### config.mk
export PLATFORM = sky130hd
export DESIGN_NAME = exc_ctrl_regs
export DESIGN_NICKNAME = d
export VERILOG_FILES = /design/src/rtl/exc_pkg.sv /design/src/rtl/exc_status_reg.sv /design/src/rtl/exc_cause_reg.sv /design/src/rtl/exc_addr_regs.sv /design/src/rtl/exc_ctrl_regs.sv
export SDC_FILE = /design/constraint.sdc
export NUM_CORES = 1
export LEC_CHECK = 0
export BUFFER_PORTS_ARGS = -buffer_cell sky130_fd_sc_hd__buf_4
export CAP_MARGIN = 40
export CORE_AREA = 5 5 141 143
export DETAILED_ROUTE_END_ITERATION = 12
export DIE_AREA = 0 0 146 148
export SYNTH_ARGS = -nofsm -noshare
export SYNTH_HDL_FRONTEND = slang
export SYNTH_SLANG_ARGS = --single-unit
export TNS_END_PERCENT = 50
### constraint.sdc
create_clock -name clk -period 1.9 [get_ports clk]
set_input_delay 0 -clock clk [delete_from_list [all_inputs] [get_ports clk]]
set_output_delay 0 -clock clk [all_outputs]
set_load 0.05 [all_outputs]
### src/rtl/exc_pkg.sv
package exc_pkg;
  localparam int XLEN       = 32;
  localparam int STK_W      = 6;
  localparam int CODE_W     = 4;
  localparam int PEND_LSB   = 10;
  localparam logic [XLEN-1:0] HANDLER_ADDR = 32'h8000_0080;
  localparam logic [15:0]     STAT_WMASK   = 16'hFF3F;
  localparam logic [CODE_W-1:0] CODE_IRQ   = 4'd0;
  localparam logic [CODE_W-1:0] CODE_ADEL  = 4'd4;
  localparam logic [CODE_W-1:0] CODE_ADES  = 4'd5;

  typedef enum logic [1:0] {
    SEL_STAT  = 2'd0,
    SEL_CAUSE = 2'd1,
    SEL_RET   = 2'd2,
    SEL_FAULT = 2'd3
  } reg_sel_e;

  function automatic logic [STK_W-1:0] stk_push(input logic [STK_W-1:0] s);
    return {s[STK_W-3:0], 2'b00};
  endfunction

  function automatic logic [STK_W-1:0] stk_pop(input logic [STK_W-1:0] s);
    return {s[STK_W-1:STK_W-2], s[STK_W-1:2]};
  endfunction

  function automatic logic [XLEN-1:0] prior_pc(input logic [XLEN-1:0] pc);
    return pc - XLEN'(4);
  endfunction

  function automatic logic code_has_va(input logic [CODE_W-1:0] c);
    return (c == CODE_ADEL) || (c == CODE_ADES);
  endfunction
endpackage

### src/rtl/exc_status_reg.sv
module exc_status_reg
  import exc_pkg::*;
(
  input  logic        clk,
  input  logic        rst_n,
  input  logic        entry,
  input  logic        ret,
  input  logic        wr_en,
  input  logic [15:0] wdata,
  output logic [15:0] stat
);
  logic [15:0] stat_q;

  always_ff @(posedge clk) begin
    if (!rst_n) begin
      stat_q <= '0;
    end else if (entry) begin
      stat_q[STK_W-1:0] <= stk_push(stat_q[STK_W-1:0]);
    end else if (ret) begin
      stat_q[STK_W-1:0] <= stk_pop(stat_q[STK_W-1:0]);
    end else if (wr_en) begin
      stat_q <= wdata & STAT_WMASK;
    end
  end

  assign stat = stat_q;
endmodule

### src/rtl/exc_cause_reg.sv
module exc_cause_reg
  import exc_pkg::*;
#(
  parameter int N_HW = 5
) (
  input  logic              clk,
  input  logic              rst_n,
  input  logic              entry,
  input  logic [CODE_W-1:0] code_in,
  input  logic              pend_clr,
  input  logic [N_HW-1:0]   hw_irq,
  input  logic              wr_en,
  input  logic [CODE_W-1:0] wr_code,
  output logic [N_HW-1:0]   pend,
  output logic [CODE_W-1:0] code
);
  logic [N_HW-1:0]   pend_q;
  logic [CODE_W-1:0] code_q;

  always_ff @(posedge clk) begin
    if (!rst_n) begin
      pend_q <= '0;
      code_q <= '0;
    end else begin
      pend_q <= (pend_clr ? '0 : pend_q) | hw_irq;
      if (entry)      code_q <= code_in;
      else if (wr_en) code_q <= wr_code;
    end
  end

  assign pend = pend_q;
  assign code = code_q;
endmodule

### src/rtl/exc_addr_regs.sv
module exc_addr_regs
  import exc_pkg::*;
(
  input  logic            clk,
  input  logic            rst_n,
  input  logic            entry,
  input  logic [XLEN-1:0] cur_pc,
  input  logic            va_capture,
  input  logic [XLEN-1:0] vaddr,
  input  logic            wr_ret,
  input  logic [XLEN-1:0] wdata,
  output logic [XLEN-1:0] ret_pc,
  output logic [XLEN-1:0] fault_va
);
  logic [XLEN-1:0] ret_q, fault_q;

  always_ff @(posedge clk) begin
    if (!rst_n) begin
      ret_q   <= '0;
      fault_q <= '0;
    end else begin
      if (entry)       ret_q <= prior_pc(cur_pc);
      else if (wr_ret) ret_q <= wdata;
      if (va_capture)  fault_q <= vaddr;
    end
  end

  assign ret_pc   = ret_q;
  assign fault_va = fault_q;
endmodule

### src/rtl/exc_ctrl_regs.sv
module exc_ctrl_regs
  import exc_pkg::*;
#(
  parameter int N_HW = 5
) (
  input  logic                clk,
  input  logic                rst_n,
  input  logic                exc_req,
  input  logic [CODE_W-1:0]   exc_code,
  input  logic [XLEN-1:0]     exc_vaddr,
  input  logic [N_HW-1:0]     hw_irq,
  input  logic [XLEN-1:0]     cur_pc,
  input  logic                trap_return,
  input  logic                sw_we,
  input  logic [1:0]          sw_addr,
  input  logic [XLEN-1:0]     sw_wdata,
  output logic [XLEN-1:0]     sw_rdata,
  output logic [XLEN-1:0]     handler_pc,
  output logic                irq_take,
  output logic                kernel_mode
);
  localparam int PEND_MSB = PEND_LSB + N_HW - 1;

  logic [15:0]       stat_q;
  logic [N_HW-1:0]   pend_q;
  logic [CODE_W-1:0] code_q;
  logic [XLEN-1:0]   ret_q, fault_q;
  logic [N_HW-1:0]   live_irq;
  logic              trap_entry, ret_eff, va_capture;
  logic [CODE_W-1:0] entry_code;
  logic              wr_stat, wr_cause, wr_ret;
  reg_sel_e          sel;

  assign sel        = reg_sel_e'(sw_addr);
  assign live_irq   = pend_q & stat_q[PEND_MSB:PEND_LSB];
  assign irq_take   = stat_q[0] & (|live_irq) & ~exc_req;
  assign trap_entry = exc_req | irq_take;
  assign ret_eff    = trap_return & ~trap_entry;
  assign entry_code = exc_req ? exc_code : CODE_IRQ;
  assign va_capture = exc_req & code_has_va(exc_code);
  assign wr_stat    = sw_we && (sel == SEL_STAT);
  assign wr_cause   = sw_we && (sel == SEL_CAUSE);
  assign wr_ret     = sw_we && (sel == SEL_RET);

  exc_status_reg u_stat (
    .clk(clk), .rst_n(rst_n), .entry(trap_entry), .ret(trap_return),
    .wr_en(wr_stat), .wdata(sw_wdata[15:0]), .stat(stat_q)
  );

  exc_cause_reg #(.N_HW(N_HW)) u_cause (
    .clk(clk), .rst_n(rst_n), .entry(trap_entry), .code_in(entry_code),
    .pend_clr(ret_eff), .hw_irq(hw_irq), .wr_en(wr_cause),
    .wr_code(sw_wdata[CODE_W+1:2]), .pend(pend_q), .code(code_q)
  );

  exc_addr_regs u_addr (
    .clk(clk), .rst_n(rst_n), .entry(trap_entry), .cur_pc(cur_pc),
    .va_capture(va_capture), .vaddr(exc_vaddr), .wr_ret(wr_ret),
    .wdata(sw_wdata), .ret_pc(ret_q), .fault_va(fault_q)
  );

  always_comb begin
    sw_rdata = '0;
    unique case (sel)
      SEL_STAT:  sw_rdata[15:0] = stat_q;
      SEL_CAUSE: begin
        sw_rdata[PEND_MSB:PEND_LSB] = pend_q;
        sw_rdata[CODE_W+1:2]        = code_q;
      end
      SEL_RET:   sw_rdata = ret_q;
      SEL_FAULT: sw_rdata = fault_q;
      default:   sw_rdata = '0;
    endcase
  end

  assign handler_pc  = HANDLER_ADDR;
  assign kernel_mode = ~stat_q[1];
endmodule

* Word-level counts from Yosys, hierarchy flattened
Index checks and enable logic that the tools add are counted.
Widths: inputs -> output; s select.
** Storage, ports and cells
- Flip-flop bits (word level) :: 87
- Latch bits :: 0
- Memory bits (writable) :: 0
- ROM bits :: 0
- Bits of input ports :: 112
- Output and inout port bits :: 66
- Logic and storage cells :: 56
- Memories kept :: 0
** Operators by class
- Add/subtract/negate cells :: 1
- $mul :: 0
- Divide/modulo/power cells :: 0
- Order comparisons :: 0
- Equal/unequal tests :: 6
- Shift operators :: 0
- Mux-type cells :: 15
- Bitwise gates (word level) :: 12
- Reductions and logical operators :: 14
** Operators by type and width (number)
- $mux 32 :: 2
- $pmux 16 s2 :: 1
- $sub 32x3->32 const B :: 1
- $pmux 5 s4 :: 1
- $mux 6 :: 3
- $pmux 4 s4 :: 1
- $mux 4 :: 3
- $pmux 4 s3 :: 1
- $eq 4x3->1 const B :: 2
- $reduce_bool 2->1 :: 4
- $pmux 2 s3 :: 1
- $and 5x5->5 :: 1
- $mux 5 :: 1
- $not 1->1 :: 5
- $or 5x5->5 :: 1
- $reduce_or 5->1 :: 1
- $and 1x1->1 :: 4
- $eq 2x2->1 const B :: 2
- $logic_and 1x1->1 :: 3
- $pmux 1 s3 :: 1
- $reduce_and 3->1 :: 1
- $reduce_bool 3->1 :: 1
- $eq 2x1->1 const B :: 1
- $logic_not 2->1 :: 1
- 5 further kinds :: 5

* Longest topological paths before layout
Gate-level depths: netlist of the first run.
- Depth after elaboration :: 9
- Mapped depth :: 8

* Cells and area by module
From an unflattened synthesis of the first run, not the netlist that was laid out.
** Second synthesis, totals
- Cells, all modules :: 579
- Area total of the unflattened synthesis :: 5296.3 µm²
** Modules (own cells, without submodules)
- exc_addr_regs :: instances 1, cells an instance 356, area each 3189.3 µm², sequential area each 1281.2 µm²
- exc_ctrl_regs :: instances 1, cells an instance 116, area each 1067.3 µm², sequential area each 0.0 µm²
- exc_status_reg :: instances 1, cells an instance 75, area each 676.9 µm², sequential area each 280.3 µm²
- exc_cause_reg :: instances 1, cells an instance 32, area each 362.8 µm², sequential area each 180.2 µm²

* Worst setup path after synthesis of the first run
OpenSTA, ideal clock, no wires.
- Path kind :: register -> register
- Start :: register u_cause.pend_q[2] (netlist: u_cause.pend[2])
- End :: register u_addr.ret_q[7] (netlist: u_addr.ret_pc[7])
- Setup time :: 0.116 ns
- Arrival :: 1.632 ns
- Data required time :: 1.784 ns
- Path slack :: 0.152 ns
- Cell stages (with the launch flop) :: 7
- Cell sequence :: dfxtp_1 > a222oi_1 > a31o_2 > buf_2 > buf_1 > nand3_1 > o211a_1
** Between the ends
- Cells in the longest elaborated chain, start to end :: 6
** Ends and longest elaborated chain
- start, declared :: RTL line exc_cause_reg.sv:17 : logic [N_HW-1:0] pend_q;
- start signal, assigned :: RTL line exc_cause_reg.sv:25 : pend_q <= (pend_clr ? '0 : pend_q) | hw_irq;
- $and 5x5->5 (*) :: RTL line exc_ctrl_regs.sv:35 : assign live_irq = pend_q & stat_q[PEND_MSB:PEND_LSB];
- $reduce_or 5->1 (*) :: RTL line exc_ctrl_regs.sv:36 : assign irq_take = stat_q[0] & (|live_irq) & ~exc_req;
- $and 1x1->1 (*) (2 in a row) :: RTL line exc_ctrl_regs.sv:36
- $or 1x1->1 (*) :: RTL line exc_ctrl_regs.sv:37 : assign trap_entry = exc_req | irq_take;
- $mux 32 / $reduce_bool 2->1 (equally long branches)
- end signal, assigned :: RTL line exc_addr_regs.sv:22 : if (entry) ret_q <= prior_pc(cur_pc);
- end signal, assigned :: RTL line exc_addr_regs.sv:23 : else if (wr_ret) ret_q <= wdata;
- end, declared :: RTL line exc_addr_regs.sv:15 : logic [XLEN-1:0] ret_q, fault_q;
Mark *: on every way between the ends. The rest lies on a longest branch, timed or not.
A chain may end at the register's enable or synchronous reset.

* Worst setup path after layout of the first run
- Start :: input cur_pc[20]
- End :: register u_addr.ret_q[24] (netlist: u_addr.ret_pc[24])
** Between the ends
- Cells in the longest elaborated chain, start to end :: 2
** Ends and longest elaborated chain
- start, declared :: RTL line exc_ctrl_regs.sv:12 : input logic [XLEN-1:0] cur_pc,
- $sub 32x3->32 :: RTL line exc_pkg.sv:28 : return pc - XLEN'(4);
- $mux 32 :: RTL line exc_addr_regs.sv:22
Every way passes these cells.

==> results of run 1 <==
## where the power goes
group | leakage (nW) | internal, mW | switching (mW)
combinational | 2.36 | 0.515 | 0.658
sequential | 0.712 | 1.92 | 0.0650
clock | 0.164 | 1.32 | 0.706
total | 3.24 | 3.76 | 1.43
## synthesized netlist by cell type, types with 3 or more instances
master    count  area share [%]
inv_1         4            0.30
a31oi_1       3            0.37
nand2_1     173              13
buf_1         5            0.37
xor2_1       14             2.4
o211a_1      12             2.4
mux4_2        9             4.0
nor2b_1      25             3.1
nand4_1       7            0.86
nor3_1        8            0.79
dfxtp_1      87              34
nand3_1      46             4.5
and3_1        7            0.86
mux2_1        5             1.1
a21boi_1     40             5.9
o21ai_1      10            0.98
mux2i_1      24             4.7
o21ai_0       5            0.49
buf_4        32             4.7
a21oi_1      26             2.6
a22o_1        5            0.86
buf_2         4            0.39
xnor2_1      10             1.7
clkbuf_1     36             2.7
or3_1         4            0.49
nor2_1       13            0.96
## final cells by class
| cell class | instances | area (sq um) |
|---|---|---|
| clock buffers | 13 | 250 |
| clock inverters | 3 | 90.1 |
| fillers | 1878 | 11000 |
| inverters | 4 | 15.0 |
| multi-input cells | 508 | 3050 |
| flip-flops and latches | 87 | 1740 |
| well taps | 234 | 293 |
| repair buffers | 234 | 1980 |
## worst max-delay path: stages
cell           delay [ns]
dlygate4sd3_1        0.53
buf_4                0.14
or4_4                0.55
or3_1                0.38
nor4_2               0.19
xnor2_1              0.17
a21oi_1              0.09
## flip-flops by register name (all words and copies together), names as in the netlist
register,count
u_cause.code,4
u_addr.ret_pc,32
u_cause.pend,5
u_stat.stat,14
u_addr.fault_va,32
## metrics by stage
| stage | util, % | total power, mW | cells | hold WS, ns |
|---|---|---|---|---|
| after floorplan | - | 2.71 | 676 | 0.135 |
| after global placement | 34.6 | 3.07 | 998 | 0.246 |
| after global routing | 40.2 | 5.42 | 1083 | 0.0128 |
| final | 40.2 | 5.19 | 1083 | 0.00625 |
| after detailed placement | 34.6 | 3.08 | 998 | 0.248 |
| after CTS | 40.1 | 5.24 | 1083 | 0.000112 |
## logic make-up (layout without fill, tap and decap cells)
logic type,after synthesis,after routing,synth area share [%]
adders and majority gates,1,1,0.246
AOI/OAI and AO/OA,108,108,14.7
buffers and inverters,81,254,8.44
other,2,32,0.148
xor gates and xnor gates,24,24,4.13
and+or+nand+nor,305,305,28.3
muxes,38,38,9.81
DFF,87,87,34.2
## repair_timing
item / in CTS / in global routing
gates resized for setup: 0 / 1
hold buffers: 69 / 0
endpoints found under the setup margin: 0 / 4
hold endpoints to repair: 65 / 0
## per-layer routing
layer,vias to the layer above,global-route usage [%]
met5,-,0
met4,0,4.94
met3,13,2.33
met2,140,23.9
met1,2301,22.5
li1,2544,-
## how the worst max path moves through the flow
stage | depth (start not counted) | from | endpoint | slack (ns)
after CTS | 7 | cur_pc[20] | u_addr.ret_pc[26]$_SDFFE_PN0P_ | 0.03
after global routing | 7 | cur_pc[15] | u_addr.ret_pc[29]$_SDFFE_PN0P_ | 0.004
after floorplan | 6 | u_cause.pend[2]$_SDFF_PN0_ | u_addr.ret_pc[7]$_SDFFE_PN0P_ | 0.15
after global placement | 8 | cur_pc[2] | u_addr.ret_pc[24]$_SDFFE_PN0P_ | 0.17
after detailed placement | 7 | cur_pc[2] | u_addr.ret_pc[22]$_SDFFE_PN0P_ | 0.12
final | 7 | cur_pc[20] | u_addr.ret_pc[24]$_SDFFE_PN0P_ | 0.07
==> impl_metrics.toml, run 1 <==
[logic_synthesis]
syn_area_sq_um = 5090
synth_edf_count = 0
yosys_most_used_dff = "dfxtp_1"
async_flop_share_pct = 0
syn_avg_cell_area_sq_um = 7.88
netlist_instances = 646
synth_warnings = 0
synth_cell_type_count = 50
ys_ff_latch = 87
ys_seq_area_share_pct = 34.2

[clocking]
cts_max_path_buffers = 2
clkSlewWorstSetupHoldPaths_ns = 0.06
clock-sinks = 87
tritoncts = "done"
cts_setup_buffers = 0
clock-root-buffer = "clkbuf_16"
clk_latency_ns = 0.34
htreeDepth = 3
cts_buffers = 9

[timing]
hold_viol_final = 0
fmax_ghz = 0.547
setup_viol = 0
period_minus_slack_ns = 1.83
drv_slew = 0
tns_ns = 0
relSlewSlack_pct = 63.7
period_share_pct = 96.3
rsz0062_at_grt = "no"
skew_ns = 0.00631
worstMarginPinSlew_ns = 0.541
fin_ws_ns = 0.0702

[global_route]
grt_max_degree = 56
grt_pass1_wl_um = 27000
antenna_found_initial = 0
grt_remaining_overflow = 0
track_usage_pct = 15.6
grt_pass1_vias = 4930

[power]
p_leak_nw = 3.24
ir_drop_mv = 0.443
powerDensity_nw_per_um2 = 699

[min_path]
worstHoldPathCells = 3
hold-path-endpoint = "u_addr.ret_pc[18]$_SDFFE_PN0P_"
holdCritStartpoint = "cur_pc[18]"
hold_path.class = "primary input to flip-flop"

[floorplanning]
die_area_sq_um = 21600
core_sq_um = 18500
start_util_pct = 27.6
rows = 50
dieHeight_um = 148
io_pins = 178
die_w_um = 146

[routing]
first_pass_iters = 4
met1_length_um = 8110
drc = 0
vias = 4998
met2_length_um = 7830
wl_per_cell_um = 15.7
ant_nets = 0
routed_wl_um = 17000
drt_iter0_drc = 308
wl_met3_um = 821
vias_per_cell = 4.61
maxUsedRoutingLayer = "met4"

[setup_path]
worstPathRequired_ns = 2.13
reg2reg_from = "u_cause.pend[2]$_SDFF_PN0_"
crit_type = "primary input to flip-flop"
reg2reg_setup_slack_ns = 0.25
reg2reg_to = "u_stat.stat[3]$_SDFFE_PN0P_"
rr_worst_depth = 5
startpoint_type = "primary input"
cp-end-kind = "flip-flop"
crit_arrival_ns = 2.06
crit_fanout = 3

[placement]
postPlaceCellArea_sq_um = 6380
numPortBuffers = 145
routabilityCongestion = 0.835
dp_worst_setup_slack_ns = 0.120
dp_hpwl_um = 12900

[finish]
antennaDiodeCount = 0
final_common_cell = "nand2_1"
drive_above_1_share_pct = 23.3
syn_to_final_growth_pct = 45.8
num-nets-final = 957
design_area_sq_um = 7420
mostFrequentLayoutCells = "173 x nand2_1, 161 x buf_4, 87 x dfxtp_1"

[flow_run]
drv_cap = 0

[status]
status = "complete, no violations"
(Power assumes the default switching activity.)
==> run 2, diff against run 1 <==
GPL_TIMING_DRIVEN = 0   (was not set)
==> run 2 against run 1 <==
Effect of this change:
- total power fell by 1.0%
- global-route usage rose by 1.4 points
- clock-buffer cell count fell by 1
- critical path depth did not move
- sequential power barely moved
- critical path type is now flip-flop to flip-flop
- critical endpoint is now u_cause.code[3]$_SDFFE_PN0P_
- largest cell class unchanged
- largest power group is now sequential cells
==> impl_metrics.toml, run 2 (synthesized netlist as in run 1, its figures left out) <==
[setup_path]
cp-end-kind = "flip-flop"
cp.buffers_inverters = 3
startpoint_type = "flip-flop"
crit_top_cell = "buf_4"
crit_arrival_ns = 2.07
crit_fanout = 10
crit_type = "flip-flop to flip-flop"
crit_path_max_incr_delay_ns = 0.36
critPathSlowestCell = "a222oi_1"
worstPathRequired_ns = 2.17
crit_chain = "a222oi_1, buf_4, a31o_2, buf_8, buf_4, o21ai_0, a21oi_1"
path_delay_family = "compound AO/OA/AOI/OAI gates"

[timing]
worstMarginPinSlew_ns = 0.689
skew_ns = 0.00596
period_minus_slack_ns = 1.80
relSlewSlack_pct = 54.1
setup_viol = 0
hold_viol_final = 0
fmax_ghz = 0.555
period_share_pct = 94.8
rsz0062_at_grt = "yes"
holdWs_ns = 0.0127
drv_slew = 0

[finish]
final_common_cell = "buf_4"
final_util_pct = 41.4
multi_input_area_sq_um = 3030
drive_above_1_share_pct = 24.4
fill_cells = 1867
num-nets-final = 1015
syn_to_final_growth_pct = 50.2
final_cells = 1140
mostFrequentLayoutCells = "176 x buf_4, 172 x nand2_1, 87 x dfxtp_1"
regArea_sq_um = 1740
antennaDiodeCount = 0

[clocking]
cts_max_path_buffers = 2
htreeDepth = 3
clkSlewWorstSetupHoldPaths_ns = 0.06
clock-root-buffer = "clkbuf_16"
clock-sinks = 87
cts_buffers = 9
tritoncts = "done"
clk_latency_ns = 0.34

[floorplanning]
core_sq_um = 18500
start_util_pct = 27.6
rows = 50
die_w_um = 146
die_area_sq_um = 21600
dieHeight_um = 148
io_pins = 178

[power]
power_switching_mw = 1.48
clkPwrFrac_pct = 37.0
ir_drop_mv = 0.425
netSwitchingFraction_pct = 28.7
p_int_mw = 3.66
powerDensity_nw_per_um2 = 672
p_leak_nw = 3.39
seqPwrFrac_pct = 38.6
comb_power_share_pct = 24.3

[global_route]
grt_pass1_wl_um = 29200
grt_pass1_vias = 5203
grt_remaining_overflow = 0
antenna_found_initial = 0
track_usage_pct = 17.0
grt_max_degree = 14

[routing]
first_pass_iters = 5
wl_per_cell_um = 16.4
vias_per_cell = 4.65
drc = 0
vias = 5298
routed_wl_um = 18600
drt_iter0_drc = 323
ant_nets = 0

[placement]
numPortBuffers = 142
place_inst = 1053
routabilityCongestion = 0.882
dp_hpwl_um = 14500

[status]
status = "complete, no violations"

[flow_run]
drv_cap = 0

[min_path]
hold_path.class = "primary input to flip-flop"
[run 2: changes by cell type in the layout (fill, tap and decap cells not counted), moves of 2 or more]
cell,before,now
clkbuf_2,0,5
clkbuf_1,3,31
buf_1,0,2
buf_4,161,176
dlygate4sd3_1,69,72
buf_12,4,0
buf_2,0,4
buf_6,0,2
[run 2: layout make-up]
type / count / share of cell area (%)
tap: 234 / 3.83
buffer: 76 / 5.88
timing repair buffer: 216 / 23.5
inverter: 4 / 0.196
sequential: 87 / 22.8
clock buffer: 12 / 3.22
multi-input combinational: 508 / 39.7
clock inverter: 3 / 0.884
[run 2: worst paths after layout]
path,startpoint,end,slack [ns],cells past startpoint
min,cur_pc[21],u_addr.ret_pc[21]$_SDFFE_PN0P_,0.01,3
max reg2reg,u_cause.pend[2]$_SDFF_PN0_,u_cause.code[3]$_SDFFE_PN0P_,0.1,7
max,u_cause.pend[2]$_SDFF_PN0_,u_cause.code[3]$_SDFFE_PN0P_,0.1,7
min reg2reg,u_stat.stat[15]$_SDFFE_PN0P_,u_stat.stat[15]$_SDFFE_PN0P_,0.45,2
[run 2: worst min-delay path, cell delays in order]
cell	delay [ns]
buf_4	0.11
xor2_1	0.08
a21oi_1	0.13
[run 2: what timing repair did]
item | CTS | global route
setup buffers | 1 | 0
resized for setup | 11 | 12
endpoints found under the hold margin | 66 | 0
endpoints found under the setup margin | 54 | 47
hold buffers | 72 | 0
pin swaps | 1 | 1
[run 2: power by group through the flow]
stage / sequential, mW / clock (mW) / combinational (mW)
after detailed placement: 2.02 / 0 / 1.11
after global placement: 2.02 / 0 / 1.10
after CTS: 1.98 / 1.92 / 1.24
final: 1.98 / 1.90 / 1.25
after global routing: 1.99 / 2.00 / 1.35
after floorplan: 1.99 / 0 / 0.717
[run 2: layer usage]
layer	share of wire, %	GRT usage [%]	up-vias	wire length (um)
li1	-	-	2663	-
met1	45	22.6	2441	8350
met2	48	28.4	179	8880
met3	6.5	3.25	15	1210
met4	1.0	4.66	0	190
met5	0	0	-	0
[run 2: through the flow]
step	area, sq um	setup TNS [ns]	power [mW]	setup WS, ns
3_5_place_dp	6560	-8.75	3.13	-0.356
3_3_place_gp	6560	-8.05	3.12	-0.309
5_1_grt	7640	-0.0112	5.35	-0.00579
4_1_cts	7620	0	5.14	0.0119
6_report	7640	0	5.13	0.0990
2_1_floorplan	5200	0	2.71	0.152
==> run 3, diff against run 2 <==
CORE_AREA = 5 5 106 108   (was 5 5 141 143)
DIE_AREA = 0 0 111 113   (was 0 0 146 148)
PLACE_DENSITY = 0.79   (was not set)
==> run 3 against run 2 <==
Effect of this change:
- routed wire length rose by 0.63%
- global-route usage rose by 12 points
- setup slack got worse by 0.095 ns
- critical path depth fell by 1
- cell count fell by 6.9%
- non-clock buffer count rose by 16
- clock skew rose by 0.0052 ns
- die area fell by 42%
==> impl_metrics.toml, run 3 (synthesized netlist as in run 1, its figures left out) <==
[global_route]
grt_pass1_wl_um = 29500
track_usage_pct = 29.1
grt_pass1_vias = 5663
grt_remaining_overflow = 0
antenna_found_initial = 1
grt_max_degree = 15

[routing]
vias = 5732
drt_iter0_drc = 559
vias_per_cell = 5.40
routed_wl_um = 18800
first_pass_iters = 5
ant_nets = 0
drc = 0
wl_per_cell_um = 17.7

[min_path]
hold_path.class = "primary input to flip-flop"

[power]
powerDensity_nw_per_um2 = 626
ir_drop_mv = 0.340
p_leak_nw = 3.41
p_total_mw = 4.76

[placement]
routabilityCongestion = 0.878
dp_worst_setup_slack_ns = -0.250
dp_hpwl_um = 13500
numPortBuffers = 142
place_inst = 954
postPlaceCellArea_sq_um = 6440

[finish]
drive_above_1_share_pct = 23.9
design_area_sq_um = 7610
syn_to_final_growth_pct = 49.6
final_cells = 1061
mostFrequentLayoutCells = "178 x buf_4, 173 x nand2_1, 89 x dlygate4sd3_1"
num-nets-final = 1031
final_util_pct = 75.0
fill_cells = 710
final_common_cell = "buf_4"

[timing]
tns_ns = 0
relSlewSlack_pct = 48.9
fmax_ghz = 0.527
rsz0062_at_grt = "yes"
period_minus_slack_ns = 1.90
period_share_pct = 99.8
drv_slew = 0
hold_viol_final = 0
skew_ns = 0.0111
fin_ws_ns = 0.00412
holdWs_ns = 0.00279
setup_viol = 0
worstMarginPinSlew_ns = 0.764

[floorplanning]
die_w_um = 111
die_area_sq_um = 12500
core_sq_um = 10100
io_pins = 178
start_util_pct = 50.2
dieHeight_um = 113
rows = 37

[flow_run]
drv_cap = 0

[clocking]
clk_latency_ns = 0.37
tritoncts = "done"
clock-sinks = 87
cts_max_path_buffers = 2
htreeDepth = 3
cts_buffers = 9
clock-root-buffer = "clkbuf_8"
clkSlewWorstSetupHoldPaths_ns = 0.09

[setup_path]
crit_arrival_ns = 2.15
cp-end-kind = "flip-flop"
crit_fanout = 10
worstPathRequired_ns = 2.16
crit_type = "flip-flop to flip-flop"
startpoint_type = "flip-flop"

[status]
status = "complete, no violations"
## run 3: path summary, 6_finish.rpt
path	startpoint	end	slack [ns]	depth (start not counted)
hold reg to reg	u_addr.fault_va[6]$_SDFFE_PN0P_	u_addr.fault_va[6]$_SDFFE_PN0P_	0.46	2
setup / recovery	u_stat.stat[12]$_SDFFE_PN0P_	u_addr.ret_pc[5]$_SDFFE_PN0P_	0.004	6
hold / removal	sw_wdata[25]	u_addr.ret_pc[25]$_SDFFE_PN0P_	0.003	5
setup reg to reg	u_stat.stat[12]$_SDFFE_PN0P_	u_addr.ret_pc[5]$_SDFFE_PN0P_	0.004	6
## run 3: per-layer routing
layer | vias to the layer above | share of wire [%] | GRT usage [%]
met1 | 2627 | 39 | 36.2
li1 | 2689 | - | -
met5 | - | 0 | 0
met3 | 56 | 10 | 7.22
met2 | 360 | 47 | 47.6
met4 | 0 | 3.5 | 13.5
## run 3: power breakdown
part,internal [mW],switching [mW]
Clock,0.778,0.704
Sequential,1.92,0.0795
Combinational,0.577,0.707
Total,3.27,1.49
## run 3: area by class of cell
cell class	count	area, sq um	share of cell area (%)
clock buffer	11	141	1.86
multi-input combinational	508	3050	40.1
timing repair buffer	232	1960	25.8
buffer	76	435	5.72
tap	136	170	2.24
antenna	2	5.00	0.0658
inverter	4	15.0	0.197
sequential	87	1740	22.9
clock inverter	5	81.3	1.07
## run 3: critical path, stage by stage, from the launching register on
cell,delay (ns)
dfxtp_1,0.35
a222oi_1,0.35
buf_4,0.18
a31o_2,0.21
clkbuf_1,0.36
nand3_1,0.13
and3_1,0.21
## run 3: timing repair
action                                 CTS  global route
pin swaps                                0             2
hold buffers                            89             0
endpoints found under the hold margin   70             0
setup buffers                            0             1
gates resized for setup                  9            11
setup endpoints to repair               30            74
